`src/rtl/fbg_pkg.sv`:
```
package fbg_pkg;
  // strobes from control to datapath
  typedef struct packed {
    logic clear;  // divider idle: hold count, accumulator, extension at zero
    logic run;    // divider counting
  } fbgStrobes_t;

  typedef enum logic {
    SEL_INT  = 1'b0,
    SEL_FRAC = 1'b1
  } fbgRegSel_e;
endpackage

```
`src/rtl/fbg_ctrl.sv`:
```
module fbg_ctrl
  import fbg_pkg::*;
#(
  parameter int INT_W  = 16,
  parameter int FRAC_W = 6,
  parameter int DATA_W = 16
) (
  input  logic              clk,
  input  logic              rstN,
  input  logic              enable,
  input  logic              regAddr,
  input  logic              regWrEn,
  input  logic [DATA_W-1:0] regWrData,
  input  logic              tick,
  output fbgStrobes_t       strobes,
  output logic [INT_W-1:0]  actInt,
  output logic [FRAC_W-1:0] nextFrac,
  output logic [DATA_W-1:0] regRdData
);
  logic [INT_W-1:0]  divIntReg;
  logic [FRAC_W-1:0] divFracReg;
  logic              idle;
  fbgRegSel_e        regSel;

  assign regSel = fbgRegSel_e'(regAddr);
  assign idle   = !enable || (actInt == '0);

  always_comb begin
    strobes.clear = idle;
    strobes.run   = !idle;
  end

  assign nextFrac = divFracReg;

  always_comb begin
    if (regSel == SEL_FRAC) regRdData = DATA_W'(divFracReg);
    else                    regRdData = DATA_W'(divIntReg);
  end

  always_ff @(posedge clk or negedge rstN) begin
    if (!rstN) begin
      divIntReg  <= '0;
      divFracReg <= '0;
    end else if (regWrEn) begin
      if (regSel == SEL_INT) divIntReg  <= regWrData[INT_W-1:0];
      else                   divFracReg <= regWrData[FRAC_W-1:0];
    end
  end

  // whole part in effect: follows the register while idle, else only at a tick
  always_ff @(posedge clk or negedge rstN) begin
    if (!rstN)              actInt <= '0;
    else if (idle || tick)  actInt <= divIntReg;
  end
endmodule

```
`src/rtl/fbg_datapath.sv`:
```
module fbg_datapath
  import fbg_pkg::*;
#(
  parameter int INT_W  = 16,
  parameter int FRAC_W = 6
) (
  input  logic              clk,
  input  logic              rstN,
  input  fbgStrobes_t       strobes,
  input  logic [INT_W-1:0]  actInt,
  input  logic [FRAC_W-1:0] nextFrac,
  output logic              tick
);
  localparam int CMP_W = INT_W + 1;
  localparam int SUM_W = FRAC_W + 1;

  logic [INT_W-1:0]  cycleCnt;
  logic [FRAC_W-1:0] fracAcc;
  logic              stretch;
  logic [CMP_W-1:0]  endCount;
  logic [SUM_W-1:0]  accSum;

  assign endCount = {1'b0, actInt} - CMP_W'(1) + CMP_W'(stretch);
  assign tick     = strobes.run && ({1'b0, cycleCnt} == endCount);
  assign accSum   = {1'b0, fracAcc} + {1'b0, nextFrac};

  always_ff @(posedge clk or negedge rstN) begin
    if (!rstN) begin
      cycleCnt <= '0;
      fracAcc  <= '0;
      stretch  <= 1'b0;
    end else if (strobes.clear) begin
      cycleCnt <= '0;
      fracAcc  <= '0;
      stretch  <= 1'b0;
    end else if (tick) begin
      cycleCnt <= '0;
      fracAcc  <= accSum[FRAC_W-1:0];
      stretch  <= accSum[FRAC_W];
    end else begin
      cycleCnt <= cycleCnt + INT_W'(1);
    end
  end
endmodule

```
`src/rtl/frac_baud_gen.sv`:
```
module frac_baud_gen
  import fbg_pkg::*;
#(
  parameter int INT_W  = 16,
  parameter int FRAC_W = 6,
  parameter int DATA_W = 16
) (
  input  logic              clk,
  input  logic              rstN,
  input  logic              enable,
  input  logic              regAddr,
  input  logic              regWrEn,
  input  logic [DATA_W-1:0] regWrData,
  output logic [DATA_W-1:0] regRdData,
  output logic              baudTick
);
  fbgStrobes_t       strobes;
  logic [INT_W-1:0]  actInt;
  logic [FRAC_W-1:0] nextFrac;

  fbg_ctrl #(.INT_W(INT_W), .FRAC_W(FRAC_W), .DATA_W(DATA_W)) u_ctrl (
    .clk(clk), .rstN(rstN), .enable(enable), .regAddr(regAddr),
    .regWrEn(regWrEn), .regWrData(regWrData), .tick(baudTick),
    .strobes(strobes), .actInt(actInt), .nextFrac(nextFrac),
    .regRdData(regRdData)
  );

  fbg_datapath #(.INT_W(INT_W), .FRAC_W(FRAC_W)) u_dp (
    .clk(clk), .rstN(rstN), .strobes(strobes), .actInt(actInt),
    .nextFrac(nextFrac), .tick(baudTick)
  );
endmodule

```
`config.mk`:
```
export PLATFORM = sky130hd
export DESIGN_NAME = frac_baud_gen
export DESIGN_NICKNAME = d
export VERILOG_FILES = /design/src/rtl/fbg_pkg.sv /design/src/rtl/fbg_ctrl.sv /design/src/rtl/fbg_datapath.sv /design/src/rtl/frac_baud_gen.sv
export SDC_FILE = /design/constraint.sdc
export NUM_CORES = 1
export LEC_CHECK = 0
export BUFFER_PORTS_ARGS = -buffer_cell sky130_fd_sc_hd__buf_2
export CORE_MARGIN = 2
export CORE_UTILIZATION = 63
export DETAILED_ROUTE_END_ITERATION = 6
export GPL_TIMING_DRIVEN = 0
export PLACE_DENSITY = 0.85
export SLEW_MARGIN = 0
export SYNTH_ARGS = -nofsm -noshare
export SYNTH_HDL_FRONTEND = slang
export SYNTH_SLANG_ARGS = --single-unit
```
`constraint.sdc`:
```
create_clock -name clk -period 9.3 [get_ports clk]
set_clock_uncertainty 0.1 [all_clocks]
set_input_delay 0 -clock clk [delete_from_list [all_inputs] [get_ports clk]]
set_output_delay 0 -clock clk [all_outputs]
set_load 0.01 [all_outputs]
```
==> results.py, run 1 <==
metrics = {
    "synthesis": {
        "syn_nets": 342,
        "synth_area_leaders": "dfrtp_1 45%, mux2_2 10%, xnor2_1 4.9%, xor2_1 4.7%, mux2_1 4.0%",
        "ys_types": 44,
        "ys.flop_type": "dfrtp_1",
        "synth_most_common_cell": "dfrtp_1",
        "syn_inst": 311,
        "avgSynthCellArea_sq_um": 10.9,
        "syn_area_sq_um": 3380,
        "synth_area_leader_cell": "dfrtp_1",
        "ys_seq_area_share_pct": 45.2,
        "async_flop_share_pct": 100,
        "synth_top_area_share_pct": 45.2,
        "synthTopCellsByCount": "61 x dfrtp_1, 30 x mux2_2, 24 x nor2_1, 20 x nand2_1, 19 x xnor2_1",
        "synth_edf_count": 0,
        "ys_ff_latch": 61,
        "yosys_warnings": 0,
    },
    "floorplanning": {
        "die_y_um": 77.2,
        "row_count": 26,
        "ios": 38,
        "die_area_sq_um": 5970,
        "die_x_um": 77.2,
        "core_sq_um": 5140,
        "initial_core_util_pct": 65.7,
    },
    "detailed_routing": {
        "routed_wl_mm": 7.95,
        "drt-initial-drc-count": 173,
        "routedWlPerCell_um": 17.6,
        "drc": 0,
        "firstDrtPassIters": 4,
        "vias_per_cell": 5.99,
        "ant_nets": 0,
        "vias": 2703,
    },
    "critical_path": {
        "rrSetupSlack_ns": 5.43,
        "cpLargestDelayFamily": "simple AND/OR/NAND/NOR gates",
        "worstSetupEndpointType": "flop",
        "criticalPathCategory": "flop to flop",
        "crit_path_frequent_cell": "ha_1",
        "path_max_fanout": 10,
        "worst-path-buf-inv": 2,
        "crit_required_ns": 9.42,
        "crit_arrival_ns": 3.99,
        "path_cells": "inv_1 > ha_1 > ha_1 > nor3b_1 > or3b_1 > or4b_1 > nand4_1 > nand3b_1 > o21ai_2 > buf_4 > mux2_1",
        "crit_slowest_cell": "nor3b_1",
        "critPathLaunchType": "flop",
        "cp_slowest_stage_delay_ns": 0.65,
    },
    "timing": {
        "worst_pin_slew_ns": 0.751,
        "setup_ws_ns": 5.43,
        "setup_violations": 0,
        "slew_violations": 0,
        "setup_tns_ns": 0,
        "relSlewSlack_pct": 49.7,
        "max_freq_mhz": 258,
        "hold_viol_final": 0,
        "rsz0062_at_grt": "false",
        "final.period_utilization_pct": 41.6,
        "period_minus_slack_ns": 3.87,
    },
    "global_routing": {
        "grt_max_degree": 62,
        "grt.total_usage_pct": 29.0,
        "grt_overflow": 0,
        "use_met1_pct": 37.3,
        "top_usage_layer": "met2",
        "antenna_found_initial": 0,
        "grt_pass1_vias": 2768,
        "grtUsageMet3_pct": 7.76,
        "grt_pass1_wl_mm": 13.5,
        "met2_usage_pct": 47.4,
    },
    "clocking": {
        "clk_latency_ns": 0.35,
        "numCtsBuffers": 9,
        "cts_tree": "built",
        "ctsRootBufferMaster": "clkbuf_8",
        "h-tree-depth": 3,
        "cts_sinks": 61,
        "clk_transition_reported_paths_ns": 0.07,
        "post_cts_resized": 0,
        "cts_buffer_depth": 2,
    },
    "power_and_ir_drop": {
        "power_density_nw_per_um2": 174,
        "vdd_ir_drop_max_mv": 0.134,
        "fin_total_pwr_w": 0.000700,
        "leakage_nw": 1.79,
    },
    "finish": {
        "final_nets": 407,
        "antenna_cells": 0,
        "stdcell_count": 451,
        "nFillCells": 325,
        "layout-drive-gt1-share_pct": 23.6,
        "area_growth_pct": 19.0,
        "final_util_pct": 78.2,
    },
    "flow_run": {
        "maxCapViolations": 0,
    },
    "run_status": {
        "status": "finished, final reports clean",
    },
    "placed_design": {
        "dp_cells": 417,
        "io_buffer_count": 36,
        "gp_congestion": 0.820,
        "pre_cts_ws_ns": 5.51,
        "hpwl_mm": 5.06,
    },
    "min_path": {
        "hold_class": "primary input to flop",
    },
}
## what timing repair did
action / 4_1_cts / 5_1_grt
endpoints found under the setup margin: 0 / 0
hold endpoints to repair: 85 / 0
hold buffers: 18 / 0
setup buffers: 0 / 0
## cell type report
cell class	count	area, sq um	area share, %
Timing Repair Buffer	54	363	9.02
Clock inverter	6	63.8	1.59
Inverter	6	22.5	0.560
Clock buffer	10	128	3.17
Multi-Input combinational cell	230	1760	43.7
Tap cell	70	87.6	2.18
Sequential cell	61	1530	38.0
Buffer	14	72.6	1.80
## through the flow
stage | cell area (sq um) | hold WS (ns)
2_1_floorplan | 3380 | -0.396
3_3_place_gp | 3650 | 0.133
3_5_place_dp | 3650 | 0.136
4_1_cts | 4020 | 0.137
5_1_grt | 4020 | 0.169
6_report | 4020 | 0.146
## cells by family (layout without fill, tap and decap cells)
group,after synthesis,after routing,synth area share [%]
XOR/XNOR,37,37,9.59
flip-flops,61,61,45.2
adder cells (fa/ha/maj),10,10,3.92
AND/OR/NAND/NOR,106,106,16.6
AO/OA/AOI/OAI,27,27,5.52
multiplexers,50,50,16.4
buffers and inverters,20,90,2.81
## cells in the final DEF (no fill, tap or decap), types with 3 or more instances in the layout
cell type	count
dfrtp_1	61
buf_2	36
mux2_1	12
nand4_1	3
nor3_1	8
mux2_2	30
nand3_1	13
nor2_1	24
and3_1	5
clkbuf_8	9
clkbuf_1	10
xnor2_1	19
o21ai_0	7
nor2b_1	12
inv_1	6
a32o_1	3
xor2_1	18
a21oi_1	6
mux2i_1	8
dlygate4sd3_1	18
nand3b_1	3
ha_1	9
buf_4	4
or4_1	3
nand2_1	20
## state kept, by name, indices dropped and copies added (netlist names)
signal,count
u_ctrl.divIntReg,16
u_ctrl.nextFrac,6
u_ctrl.actInt,16
u_dp.fracAcc,6
u_dp.stretch,1
u_dp.cycleCnt,16
## path summary, 6_finish.rpt
kind,start,endpoint,cells after the start
min in group asynchronous,rstN,u_ctrl.divIntReg[1],2
hold / removal,regWrEn,u_ctrl.nextFrac[5],3
setup / recovery,u_ctrl.actInt[0],u_ctrl.actInt[9],11
hold reg to reg,u_ctrl.divIntReg[7],u_ctrl.actInt[7],1
max in group asynchronous,rstN,u_ctrl.actInt[9],2
setup reg to reg,u_ctrl.actInt[0],u_ctrl.actInt[9],11
## layer usage
metal | vias up | part of all wire (%)
met1 | 1365 | 43
li1 | 1226 | -
met2 | 93 | 50
met3 | 19 | 5.4
met4 | 0 | 2.1
met5 | - | 0
## tightest hold or removal path: stages
cell,delay [ns]
buf_2,0.10
nand2_1,0.25
mux2_2,0.21
## where the power goes
part,switching (W),internal [W],leakage (nW)
logic,0.0000668,0.0000699,0.928
clock network,0.000112,0.000123,0.0923
registers,0.0000346,0.000294,0.766
total,0.000213,0.000487,1.79
Power figures use the tool's default switching activity.
==> run 2, diff against run 1 <==
Settings changed: ABC_AREA from default to 1, CORE_UTILIZATION 63 to 59, PLACE_DENSITY 0.85 to 0.8.
Clock period 9.3 ns to 3.9 ns, I/O delays scaled along.
==> results.py, run 2 <==
metrics = {
    "run_status": {
        "status": "finished, final reports clean",
    },
    "global_routing": {
        "met2_usage_pct": 45.0,
        "antenna_found_initial": 0,
        "grtUsageMet3_pct": 4.35,
        "grt_pass1_vias": 3301,
        "grt_max_degree": 62,
        "grt.total_usage_pct": 27.3,
        "use_met1_pct": 36.5,
        "grt_pass1_wl_mm": 15.3,
        "grt_overflow": 0,
        "top_usage_layer": "met2",
    },
    "critical_path": {
        "criticalPathCategory": "flop to output pin",
        "path_max_fanout": 5,
        "worstSetupEndpointType": "output pin",
        "crit_required_ns": 3.80,
        "crit_arrival_ns": 2.66,
        "critPathLaunchType": "flop",
        "reg2reg_depth": 13,
    },
    "power_and_ir_drop": {
        "p_sw_w": 0.000552,
        "power_density_nw_per_um2": 394,
        "fin_total_pwr_w": 0.00174,
        "leakage_nw": 2.32,
        "swShare_pct": 31.7,
        "power_frac_clock_pct": 35.7,
        "vdd_ir_drop_max_mv": 0.273,
        "power_frac_comb_pct": 21.5,
        "p_int_w": 0.00119,
        "pwr-share-seq_pct": 42.8,
    },
    "clocking": {
        "clk_transition_reported_paths_ns": 0.07,
        "cts_buffer_depth": 2,
        "hold_buffers": 20,
        "cts_sinks": 61,
        "numCtsBuffers": 9,
        "cts_tree": "built",
        "ctsRootBufferMaster": "clkbuf_8",
        "post_cts_resized": 0,
        "clk_latency_ns": 0.35,
        "cts_setup_buffers": 0,
        "h-tree-depth": 3,
    },
    "detailed_routing": {
        "routed_wl_mm": 8.98,
        "firstDrtPassIters": 4,
        "vias": 3455,
        "routedWlPerCell_um": 13.7,
        "drc": 0,
        "ant_nets": 0,
        "drt-initial-drc-count": 230,
        "vias_per_cell": 5.27,
    },
    "floorplanning": {
        "die_x_um": 83.5,
        "initial_core_util_pct": 61.8,
        "core_sq_um": 6030,
        "row_count": 28,
        "die_area_sq_um": 6960,
        "ios": 38,
        "die_y_um": 83.5,
    },
    "timing": {
        "final.period_utilization_pct": 70.8,
        "rsz0062_at_grt": "false",
        "worst_pin_slew_ns": 0.771,
        "period_minus_slack_ns": 2.76,
        "hold_viol_final": 0,
        "setup_tns_ns": 0,
        "max_freq_mhz": 362,
        "setup_violations": 0,
        "relSlewSlack_pct": 48.6,
        "slew_violations": 0,
    },
    "synthesis": {
        "syn_nets": 539,
        "synth_top_area_share_pct": 41.0,
        "syn_inst": 508,
        "synthTopCellsByCount": "143 x nand2_1, 73 x nor2_1, 61 x dfrtp_1, 51 x inv_1, 44 x nand3_1",
        "avgSynthCellArea_sq_um": 7.33,
        "synth_area_leader_cell": "dfrtp_1",
        "ys.flop_type": "dfrtp_1",
        "ys_types": 32,
        "synth_most_common_cell": "nand2_1",
        "yosys_warnings": 0,
        "ys_ff_latch": 61,
        "synth_edf_count": 0,
        "ys_seq_area_share_pct": 41.0,
        "async_flop_share_pct": 100,
        "syn_area_sq_um": 3720,
        "synth_area_leaders": "dfrtp_1 41%, nand2_1 14%, nor2_1 7.4%, nand3_1 5.9%, inv_1 5.1%",
    },
    "finish": {
        "final_nets": 606,
        "layout-drive-gt1-share_pct": 13.6,
        "area_growth_pct": 18.5,
        "reg.largest.list": "u_ctrl.actInt: 16 flops, u_ctrl.divIntReg: 16 flops, u_dp.cycleCnt: 16 flops",
        "final_cell_mix": "143 x nand2_1, 73 x nor2_1, 61 x dfrtp_1",
        "layout_commonest_cell": "nand2_1",
        "antenna_cells": 0,
    },
    "placed_design": {
        "gp_congestion": 0.911,
        "io_buffer_count": 36,
        "hpwl_mm": 6.12,
    },
    "min_path": {
        "whs_path_depth": 4,
        "hold_class": "primary input to flop",
    },
    "flow_run": {
        "maxCapViolations": 0,
    },
}
run 2: stage by stage:
step	instance area (sq um)	worst slack (ns)	hold slack, ns	cells	utilization, %
5_1_grt	4420	0.930	0.0647	655	73.3
3_5_place_dp	4000	1.30	0.154	619	66.4
4_1_cts	4410	1.14	0.0686	655	73.2
2_1_floorplan	3720	1.66	-0.396	508	-
6_report	4420	1.14	0.0596	655	73.3
3_3_place_gp	4000	1.35	0.151	619	66.4
run 2: power by group through the flow:
stage                     combinational [W]  clock, W  sequential [W]
after floorplan                    0.000263         0        0.000736
after global placement             0.000338         0        0.000751
after detailed placement           0.000347         0        0.000755
after CTS                          0.000366  0.000625        0.000743
after global routing               0.000421  0.000664        0.000752
final                              0.000374  0.000622        0.000745
run 2: metal layers:
metal  up-vias  share of wire, %
met2       117                47
met3        18               5.2
li1       1731                 -
met5         -                 0
met1      1589                46
met4         0               1.5
run 2: cell families after synthesis:
family	synth area share [%]
compound gates	5.37
xor+xnor	6.58
fa+ha+maj	3.56
buf+inv	8.03
flops	41.0
simple gates	35.5
run 2: layout make-up:
| type | count | area, sq um |
|---|---|---|
| clock buffer | 10 | 128 |
| inverter | 55 | 206 |
| multi-input combinational | 376 | 1900 |
| clock inverter | 6 | 86.3 |
| fill | 439 | 1610 |
| sequential | 61 | 1530 |
| timing repair buffer | 56 | 383 |
| buffer | 16 | 92.6 |
| tap | 75 | 93.8 |
run 2: path summary, 6_finish.rpt:
| check | startpoint | end | slack (ns) |
|---|---|---|---|
| worst max-delay path | u_ctrl.actInt[0] | baudTick | 1.14 |
| worst min-delay path | regAddr | u_ctrl.nextFrac[4] | 0.06 |
| worst max register to register | u_ctrl.actInt[0] | u_ctrl.actInt[15] | 1.20 |
| worst min register to register | u_ctrl.divIntReg[6] | u_ctrl.actInt[6] | 0.37 |
| max in group asynchronous | rstN | u_dp.cycleCnt[4] | 3.01 |
| min in group asynchronous | rstN | u_dp.cycleCnt[0] | 0.16 |
run 2: worst max-delay path, cell delays in order (launching register included):
cell and delay [ns]:
dfrtp_1 0.40, inv_1 0.06, ha_1 0.18, ha_1 0.27, nand2_2 0.13, nor2_2 0.21, nand3_1 0.13, xor2_1 0.28
nand2_1 0.09, nor2_1 0.11, nand3_1 0.08, nor3_1 0.19, buf_2 0.18
==> run 3, diff against run 2 <==
Clock period 3.9 ns to 2.76 ns, I/O delays scaled along.
==> results.py, run 3 (same netlist as run 2, synthesis figures left out) <==
metrics = {
    "run_status": {
        "status": "finished, final reports clean",
    },
    "timing": {
        "setup_ws_ns": 0.139,
        "hold_viol_final": 0,
        "worst_pin_slew_ns": 0.777,
        "relSlewSlack_pct": 48.2,
        "max_freq_mhz": 382,
        "setup_tns_ns": 0,
        "period_minus_slack_ns": 2.62,
        "final.period_utilization_pct": 95.0,
        "setup_violations": 0,
        "slew_violations": 0,
    },
    "critical_path": {
        "crit_arrival_ns": 2.75,
        "crit_slowest_cell": "dfrtp_1",
        "criticalPathCategory": "flop to flop",
        "path_max_fanout": 10,
        "cp_slowest_stage_delay_ns": 0.40,
        "crit_path_frequent_cell": "nand2_1",
        "worstSetupEndpointType": "flop",
        "crit_required_ns": 2.89,
        "critPathLaunchType": "flop",
        "path_cells": "inv_1 > ha_1 > ha_4 > nand2_1 > nor2_1 > nand3_1 > nand3_1 > nand2_1 > nor2_1 > nand2_1 > nor2_4 > nand2_4 > buf_2 > nand3_1 > nand2_1",
    },
    "clocking": {
        "clk_latency_ns": 0.35,
        "cts_sinks": 61,
        "clk_transition_reported_paths_ns": 0.08,
        "cts_tree": "built",
        "cts_setup_buffers": 0,
        "numCtsBuffers": 9,
        "ctsRootBufferMaster": "clkbuf_8",
        "cts_buffer_depth": 2,
        "h-tree-depth": 3,
    },
    "floorplanning": {
        "core_sq_um": 6030,
        "row_count": 28,
        "die_x_um": 83.5,
        "ios": 38,
        "die_y_um": 83.5,
        "initial_core_util_pct": 61.8,
        "die_area_sq_um": 6960,
    },
    "power_and_ir_drop": {
        "power_density_nw_per_um2": 557,
        "vdd_ir_drop_max_mv": 0.387,
        "leakage_nw": 2.32,
    },
    "placed_design": {
        "dp_cells": 619,
        "gp_congestion": 0.911,
        "pre_cts_ws_ns": 0.157,
        "io_buffer_count": 36,
        "hpwl_mm": 6.12,
    },
    "finish": {
        "nFillCells": 428,
        "final_nets": 606,
        "reg.largest.list": "u_ctrl.actInt: 16 flops, u_ctrl.divIntReg: 16 flops, u_dp.cycleCnt: 16 flops",
        "multiInputGateArea_sq_um": 1930,
        "final_cell_mix": "143 x nand2_1, 73 x nor2_1, 61 x dfrtp_1",
        "area_growth_pct": 19.3,
        "antenna_cells": 0,
        "final_util_pct": 73.8,
        "stdcell_count": 655,
        "seqCellArea_sq_um": 1530,
        "layout-drive-gt1-share_pct": 14.1,
        "layout_commonest_cell": "nand2_1",
    },
    "detailed_routing": {
        "routed_wl_mm": 9.05,
        "firstDrtPassIters": 5,
        "drt-initial-drc-count": 226,
        "routedWlPerCell_um": 13.8,
        "vias": 3522,
        "ant_nets": 0,
        "vias_per_cell": 5.38,
        "drc": 0,
    },
    "min_path": {
        "hold_class": "primary input to flop",
    },
    "global_routing": {
        "grt_overflow": 0,
        "antenna_found_initial": 0,
        "grt_pass1_wl_mm": 15.3,
        "grt.total_usage_pct": 27.3,
        "grt_pass1_vias": 3301,
        "grt_max_degree": 62,
    },
    "flow_run": {
        "maxCapViolations": 0,
    },
}
run 3: worst paths after layout:
path	start	end	slack, ns	cells after the start
max	u_ctrl.actInt[0]	u_ctrl.actInt[15]	0.14	15
min	regAddr	u_ctrl.nextFrac[4]	0.05	4
max reg2reg	u_ctrl.actInt[0]	u_ctrl.actInt[15]	0.14	15
min reg2reg	u_ctrl.divIntReg[6]	u_ctrl.actInt[6]	0.38	2
max in group asynchronous	rstN	u_dp.cycleCnt[4]	1.87	2
min in group asynchronous	rstN	u_dp.cycleCnt[0]	0.16	2
run 3: layout make-up:
class | count | share of cell area, %
Clock buffer | 10 | 2.87
Timing Repair Buffer | 56 | 8.61
Inverter | 55 | 4.64
Multi-Input combinational cell | 376 | 43.4
Buffer | 16 | 2.08
Sequential cell | 61 | 34.3
Tap cell | 75 | 2.11
Clock inverter | 6 | 1.94
run 3: report_power, final:
group | leakage [nW] | internal (W) | switching (W) | total [W]
clock | 0.107 | 0.000508 | 0.000373 | 0.000881
sequential | 0.769 | 0.000969 | 0.0000835 | 0.00105
combinational | 1.44 | 0.000210 | 0.000331 | 0.000541
total | 2.32 | 0.00169 | 0.000788 | 0.00247
run 3: per-layer routing:
| layer | track usage (%) | share of wire, % |
|---|---|---|
| met5 | 0 | 0 |
| met4 | 10.1 | 1.9 |
| met3 | 4.35 | 5.2 |
| met2 | 45.0 | 47 |
| met1 | 36.6 | 46 |
run 3: timing repair:
action                                 in CTS  in global routing
setup endpoints to repair                   1                 38
hold buffers                               20                  0
cloned                                      0                  0
endpoints found under the hold margin      83                  0
pin swaps                                   0                  1
gates resized for setup                     1                  4
run 3: stage by stage:
stage / hold WS (ns) / instance area (sq um) / total power [W]
floorplan: -0.396 / 3720 / 0.00141
global placement: 0.151 / 4000 / 0.00154
detailed placement: 0.154 / 4000 / 0.00156
CTS: 0.0686 / 4420 / 0.00245
global route: 0.0647 / 4450 / 0.00261
finish: 0.0544 / 4450 / 0.00247
run 3: critical path, delay by kind of cell (launching register included):
family	cells	cell delay, ns
simple gates	11	1.32
flops	1	0.40
fa+ha+maj	2	0.40
buf+inv	2	0.27
